[src/rtl/qmac_pkg.sv]
package qmac_pkg;

    localparam int WORD_W        = 32;
    localparam int LANE_W        = 8;
    localparam int LANES         = WORD_W / LANE_W;
    localparam int IDX_W         = 4;
    localparam int PAT_W         = 2;
    localparam int LANES_PER_PAT = LANES / PAT_W;
    localparam int OPC_W         = 6;
    localparam logic [OPC_W-1:0] OPC_QMAC = 6'h3C;

    localparam int ACC_LSB  = 6;
    localparam int MULA_LSB = 10;
    localparam int MULB_LSB = 14;
    localparam int DST_LSB  = 18;
    localparam int PAT_LSB  = 24;

    typedef struct packed {
        logic             hit;
        logic [IDX_W-1:0] acc_idx;
        logic [IDX_W-1:0] mula_idx;
        logic [IDX_W-1:0] mulb_idx;
        logic [IDX_W-1:0] dst_idx;
        logic [PAT_W-1:0] pat;
    } dec_t;

    typedef struct packed {
        logic              we;
        logic [IDX_W-1:0]  dst;
        logic [WORD_W-1:0] data;
    } wb_t;

endpackage

[src/rtl/qmac_decode.sv]
module qmac_decode
    import qmac_pkg::*;
(
    input  logic [WORD_W-1:0] instr_i,
    input  logic              valid_i,
    output dec_t              dec_o
);

    dec_t dec_d;

    always_comb begin
        dec_d          = '0;
        dec_d.hit      = valid_i && (instr_i[OPC_W-1:0] == OPC_QMAC);
        dec_d.acc_idx  = instr_i[ACC_LSB  +: IDX_W];
        dec_d.mula_idx = instr_i[MULA_LSB +: IDX_W];
        dec_d.mulb_idx = instr_i[MULB_LSB +: IDX_W];
        dec_d.dst_idx  = instr_i[DST_LSB  +: IDX_W];
        dec_d.pat      = instr_i[PAT_LSB  +: PAT_W];
    end

    assign dec_o = dec_d;

    logic unused_fields;
    assign unused_fields = ^{instr_i[WORD_W-1:PAT_LSB+PAT_W],
                             instr_i[PAT_LSB-1:DST_LSB+IDX_W]};

endmodule

[src/rtl/qmac_lane.sv]
module qmac_lane #(
    parameter int W = 8
) (
    input  logic [W-1:0] acc_i,
    input  logic [W-1:0] mula_i,
    input  logic [W-1:0] mulb_i,
    input  logic         sub_i,
    output logic [W-1:0] res_o
);

    logic [W-1:0] prod_lo;
    logic [W-1:0] res_d;

    always_comb begin
        prod_lo = mula_i * mulb_i;
        if (sub_i) begin
            res_d = acc_i - prod_lo;
        end else begin
            res_d = acc_i + prod_lo;
        end
    end

    assign res_o = res_d;

endmodule

[src/rtl/qmac_unit.sv]
module qmac_unit
    import qmac_pkg::*;
(
    input  logic              clk,
    input  logic              rst_n,
    input  logic [31:0]       instr_i,
    input  logic              instr_valid_i,
    output logic [3:0]        rs_acc_idx_o,
    output logic [3:0]        rs_mula_idx_o,
    output logic [3:0]        rs_mulb_idx_o,
    input  logic [31:0]       acc_data_i,
    input  logic [31:0]       mula_data_i,
    input  logic [31:0]       mulb_data_i,
    output logic [3:0]        rd_idx_o,
    output logic [31:0]       rd_data_o,
    output logic              rd_we_o
);

    dec_t              dec;
    logic [WORD_W-1:0] lane_word;
    wb_t               wb_d;
    wb_t               wb_q;

    qmac_decode u_dec (
        .instr_i (instr_i),
        .valid_i (instr_valid_i),
        .dec_o   (dec)
    );

    assign rs_acc_idx_o  = dec.acc_idx;
    assign rs_mula_idx_o = dec.mula_idx;
    assign rs_mulb_idx_o = dec.mulb_idx;

    for (genvar g = 0; g < LANES; g++) begin : g_lane
        qmac_lane #(.W(LANE_W)) u_lane (
            .acc_i  (acc_data_i [g*LANE_W +: LANE_W]),
            .mula_i (mula_data_i[g*LANE_W +: LANE_W]),
            .mulb_i (mulb_data_i[g*LANE_W +: LANE_W]),
            .sub_i  (dec.pat[g / LANES_PER_PAT]),
            .res_o  (lane_word  [g*LANE_W +: LANE_W])
        );
    end

    always_comb begin
        wb_d    = wb_q;
        wb_d.we = dec.hit;
        if (dec.hit) begin
            wb_d.dst  = dec.dst_idx;
            wb_d.data = lane_word;
        end
    end

    always_ff @(posedge clk) begin
        if (!rst_n) begin
            wb_q <= '0;
        end else begin
            wb_q <= wb_d;
        end
    end

    assign rd_we_o   = wb_q.we;
    assign rd_idx_o  = wb_q.dst;
    assign rd_data_o = wb_q.data;

endmodule

[config.mk]
export PLATFORM = sky130hd
export DESIGN_NAME = qmac_unit
export DESIGN_NICKNAME = d
export VERILOG_FILES = /design/src/rtl/qmac_pkg.sv /design/src/rtl/qmac_decode.sv /design/src/rtl/qmac_lane.sv /design/src/rtl/qmac_unit.sv
export SDC_FILE = /design/constraint.sdc
export NUM_CORES = 1
export LEC_CHECK = 0
export CORE_MARGIN = 2
export CORE_UTILIZATION = 55
export CTS_BUF_LIST = sky130_fd_sc_hd__clkbuf_4
export DETAILED_ROUTE_END_ITERATION = 8
export HOLD_SLACK_MARGIN = 0.06
export PLACE_DENSITY = 0.95
export REMOVE_ABC_BUFFERS = 1
export SYNTH_ARGS = -nofsm -noshare
export SYNTH_HDL_FRONTEND = slang
export SYNTH_HIERARCHICAL = 1
export SYNTH_SLANG_ARGS = --single-unit
[constraint.sdc]
create_clock -name clk -period 8.7 [get_ports clk]
set_input_delay 1.74 -clock clk [delete_from_list [all_inputs] [get_ports clk]]
set_output_delay 1.74 -clock clk [all_outputs]
set_load 0.01 [all_outputs]
==> results.sh <==
export IMPL_fin_crit_ns=5.93
export IMPL_ant_nets=0
export IMPL_switching_share_pct=43.4
export IMPL_p_seq_share_pct=13.2
export IMPL_p_leak_nw=3.61
export IMPL_wirelength_um=14500
export IMPL_cts_resized=0
export IMPL_synth_seq_cells=37
export IMPL_synth_flop_cell="dfxtp_1"
export IMPL_synthesis_area_mm2=0.00666
export IMPL_worst_path_most_repeated_cell="inv_1"
export IMPL_crit_family="adder cells"
export IMPL_final_nets=1179
export IMPL_cp_start_kind="input pin"
export IMPL_final_setup_tns_ns=0
export IMPL_fin_util_pct=68.7
export IMPL_diodes=0
export IMPL_ys_seq_area_share_pct=11.1
export IMPL_layout_drive_gt1_share_pct=1.44
export IMPL_hold_path_class="flip-flop to flip-flop"
export IMPL_drcViolationCount=0
export IMPL_finalHoldViolations=0
export IMPL_slew_limit_headroom_pct=56.4
export IMPL_clock_fmax_ghz=0.169
export IMPL_async_reset_ff_share_pct=0
export IMPL_final_cell_mix="clkdlybuf4s50_1 (147), inv_1 (112), ha_1 (96)"
export IMPL_slew_violations=0
export IMPL_chipHeight_um=114
export IMPL_crit_slowest_cell="clkdlybuf4s50_1"
export IMPL_cts_sinks=37
export IMPL_wire_per_inst_um=13.8
export IMPL_clockPowerShare_pct=9.8
export IMPL_end_kind="flip-flop"
export IMPL_yosysTopAreaCellShare_pct=18.0
export IMPL_cts_root_buf="clkbuf_4"
export IMPL_drtIter0Drc=140
export IMPL_die_width_um=114
export IMPL_synth_cells=773
export IMPL_setup_slack_ns=2.77
export IMPL_status="finished clean"
export IMPL_yosys_top_cells_area="ha_1 (18%), fa_1 (16%), xnor2_1 (11%), dfxtp_1 (11%), and2_1 (7.6%)"
export IMPL_cp_arrival_ns=6.22
export IMPL_grt_pass1_wl_um=24600
export IMPL_vias=5381
export IMPL_ir_worst_vdd_mv=0.0849
export IMPL_area_delta_synth_final_pct=22.9
export IMPL_critPathRequiredTime_ns=8.98
export IMPL_max_stage_delay_ns=0.60
export IMPL_p_sw_w=0.000569
export IMPL_viasPerCell=5.13
export IMPL_num_io_pins=180
export IMPL_syn_mean_instance_area_um2=8.61
export IMPL_dp_hpwl_um=12300
export IMPL_place_ws_ns=2.40
export IMPL_row_count=40
export IMPL_antenna_found_initial=0
export IMPL_htree_levels=2
export IMPL_start_util_pct=55.9
export IMPL_cts_buffer_depth=2
export IMPL_hold_buffers=0
export IMPL_finalSetupViolCount=0
export IMPL_skew_ns=0
export IMPL_grtUsageTotal_pct=23.1
export IMPL_cap_viol_max_count=0
export IMPL_pwr_share_comb_pct=77.0
export IMPL_post_cts_setup_buffers=0
export IMPL_final_period_utilization_pct=68.2
export IMPL_grt_overflow=0
export IMPL_core_area_mm2=0.0119
export IMPL_final_cell_area_mm2=0.00818
export IMPL_grt_max_degree=38
export IMPL_firstDrtPassIters=4
export IMPL_worst_slew_pin_slew_ns=0.654
export IMPL_post_dp_cell_area_mm2=0.00811
export IMPL_cts_tree="done"
export IMPL_numCtsBuffers=5
export IMPL_synth_edff_count=0
export IMPL_crit_type="input pin to flip-flop"
export IMPL_p_int_w=0.000742
export IMPL_path_cells="clkdlybuf4s50_1 -> and2_1 -> fa_1 -> inv_1 -> fa_1 -> inv_1 -> ha_1 -> inv_1 -> fa_1 -> inv_1 -> ha_1 -> xor2_1 -> a41oi_1 -> xnor2_1 -> ha_1 -> nand2_1 -> o21ai_0 -> xnor2_1 -> mux2i_1 -> nor2b_1"
export IMPL_clock_latency_ns=0.34
export IMPL_power_density_mw_per_mm2=160
export IMPL_timing_critical_path_buf_inv=5
export IMPL_grt_pass1_vias=5592
export IMPL_gp_congestion=0.886
export IMPL_synth_cell_type_count=26
export IMPL_rsz0062_at_grt="no"
export IMPL_die_area_mm2=0.0130
export IMPL_reg2reg_slack_ns=8.06
export IMPL_ys_warnings_count=6
export IMPL_portBuffers=147
export IMPL_clk_pin_slew_ns=0.13
export IMPL_cp_max_fo=8
export IMPL_synth_top_cell_by_area="ha_1"
export IMPL_mostFrequentLayoutCell="clkdlybuf4s50_1"
export IMPL_nFillCells=934
## metal layers
metal	wire length, um	GRT usage, %	vias to the layer above
met2	7300	42.7	155
met5	0	0	-
li1	-	-	2681
met1	6140	27.3	2525
met4	181	4.23	0
met3	886	5.47	20
## cell usage after synthesis (all sizes together), types with 5 or more instances
cell type	n
nand4	5
ha	96
o21ai	8
a21oi	32
nor2	24
mux2i	40
xnor2	88
buf	22
a21o	12
nor2b	40
inv	112
dfxtp	37
fa	52
xor2	28
nand2	68
and2	81
clkbuf	7
## worst min-delay path: cells and delay by family (launching register included)
kind,cells,cell delay [ns]
flip-flops,1,0.33
multiplexers,1,0.11
AND/OR/NAND/NOR,1,0.05
## registers in the layout, indices dropped and copies added (netlist names)
name and cells:
rd_data_o 32, rd_idx_o 4, rd_we_o 1
## power by group through the flow
stage	clock network (W)	registers, W	logic [W]
2_1_floorplan	0	0.000177	0.000790
4_1_cts	0.000133	0.000172	0.00101
6_report	0.000129	0.000172	0.00101
3_5_place_dp	0	0.000176	0.00101
3_3_place_gp	0	0.000176	0.000962
5_1_grt	0.000139	0.000173	0.00113
## area by class of cell
cell class	instances	area, um2	share of cell area (%)
flip-flops and latches	37	741	9.05
repair buffers	149	1490	18.2
clock inverters	2	33.8	0.413
inverters	112	420	5.14
well taps	147	184	2.25
multi-input cells	595	5270	64.4
clock buffers	6	45.0	0.550
## kinds of logic (layout without fill, tap and decap cells)
logic type,after synthesis,after routing,share of synthesized area (%)
flip-flops,37,37,11.1
XOR/XNOR,116,116,15.6
AO/OA/AOI/OAI,68,68,6.16
AND/OR/NAND/NOR,223,223,17.6
adder cells (fa/ha/maj),148,148,33.7
buffers and inverters,141,269,9.81
multiplexers,40,40,6.01
## stage by stage
stage                     instances  hold WS [ns]  total power (W)
after floorplan                 744         0.539         0.000967
after detailed placement       1040         0.504          0.00118
final                          1048         0.529          0.00131
after global placement         1040         0.495          0.00114
after CTS                      1048         0.532          0.00132
after global routing           1048         0.552          0.00144
## path summary, 6_finish.rpt
path / depth (start not counted) / end / start
max: 20 / rd_data_o[31] / mula_data_i[24]
min: 2 / rd_data_o[6] / rd_data_o[6]
max reg2reg: 2 / rd_data_o[3] / rd_data_o[3]
min reg2reg: 2 / rd_data_o[6] / rd_data_o[6]
Power figures use the tool's default switching activity.
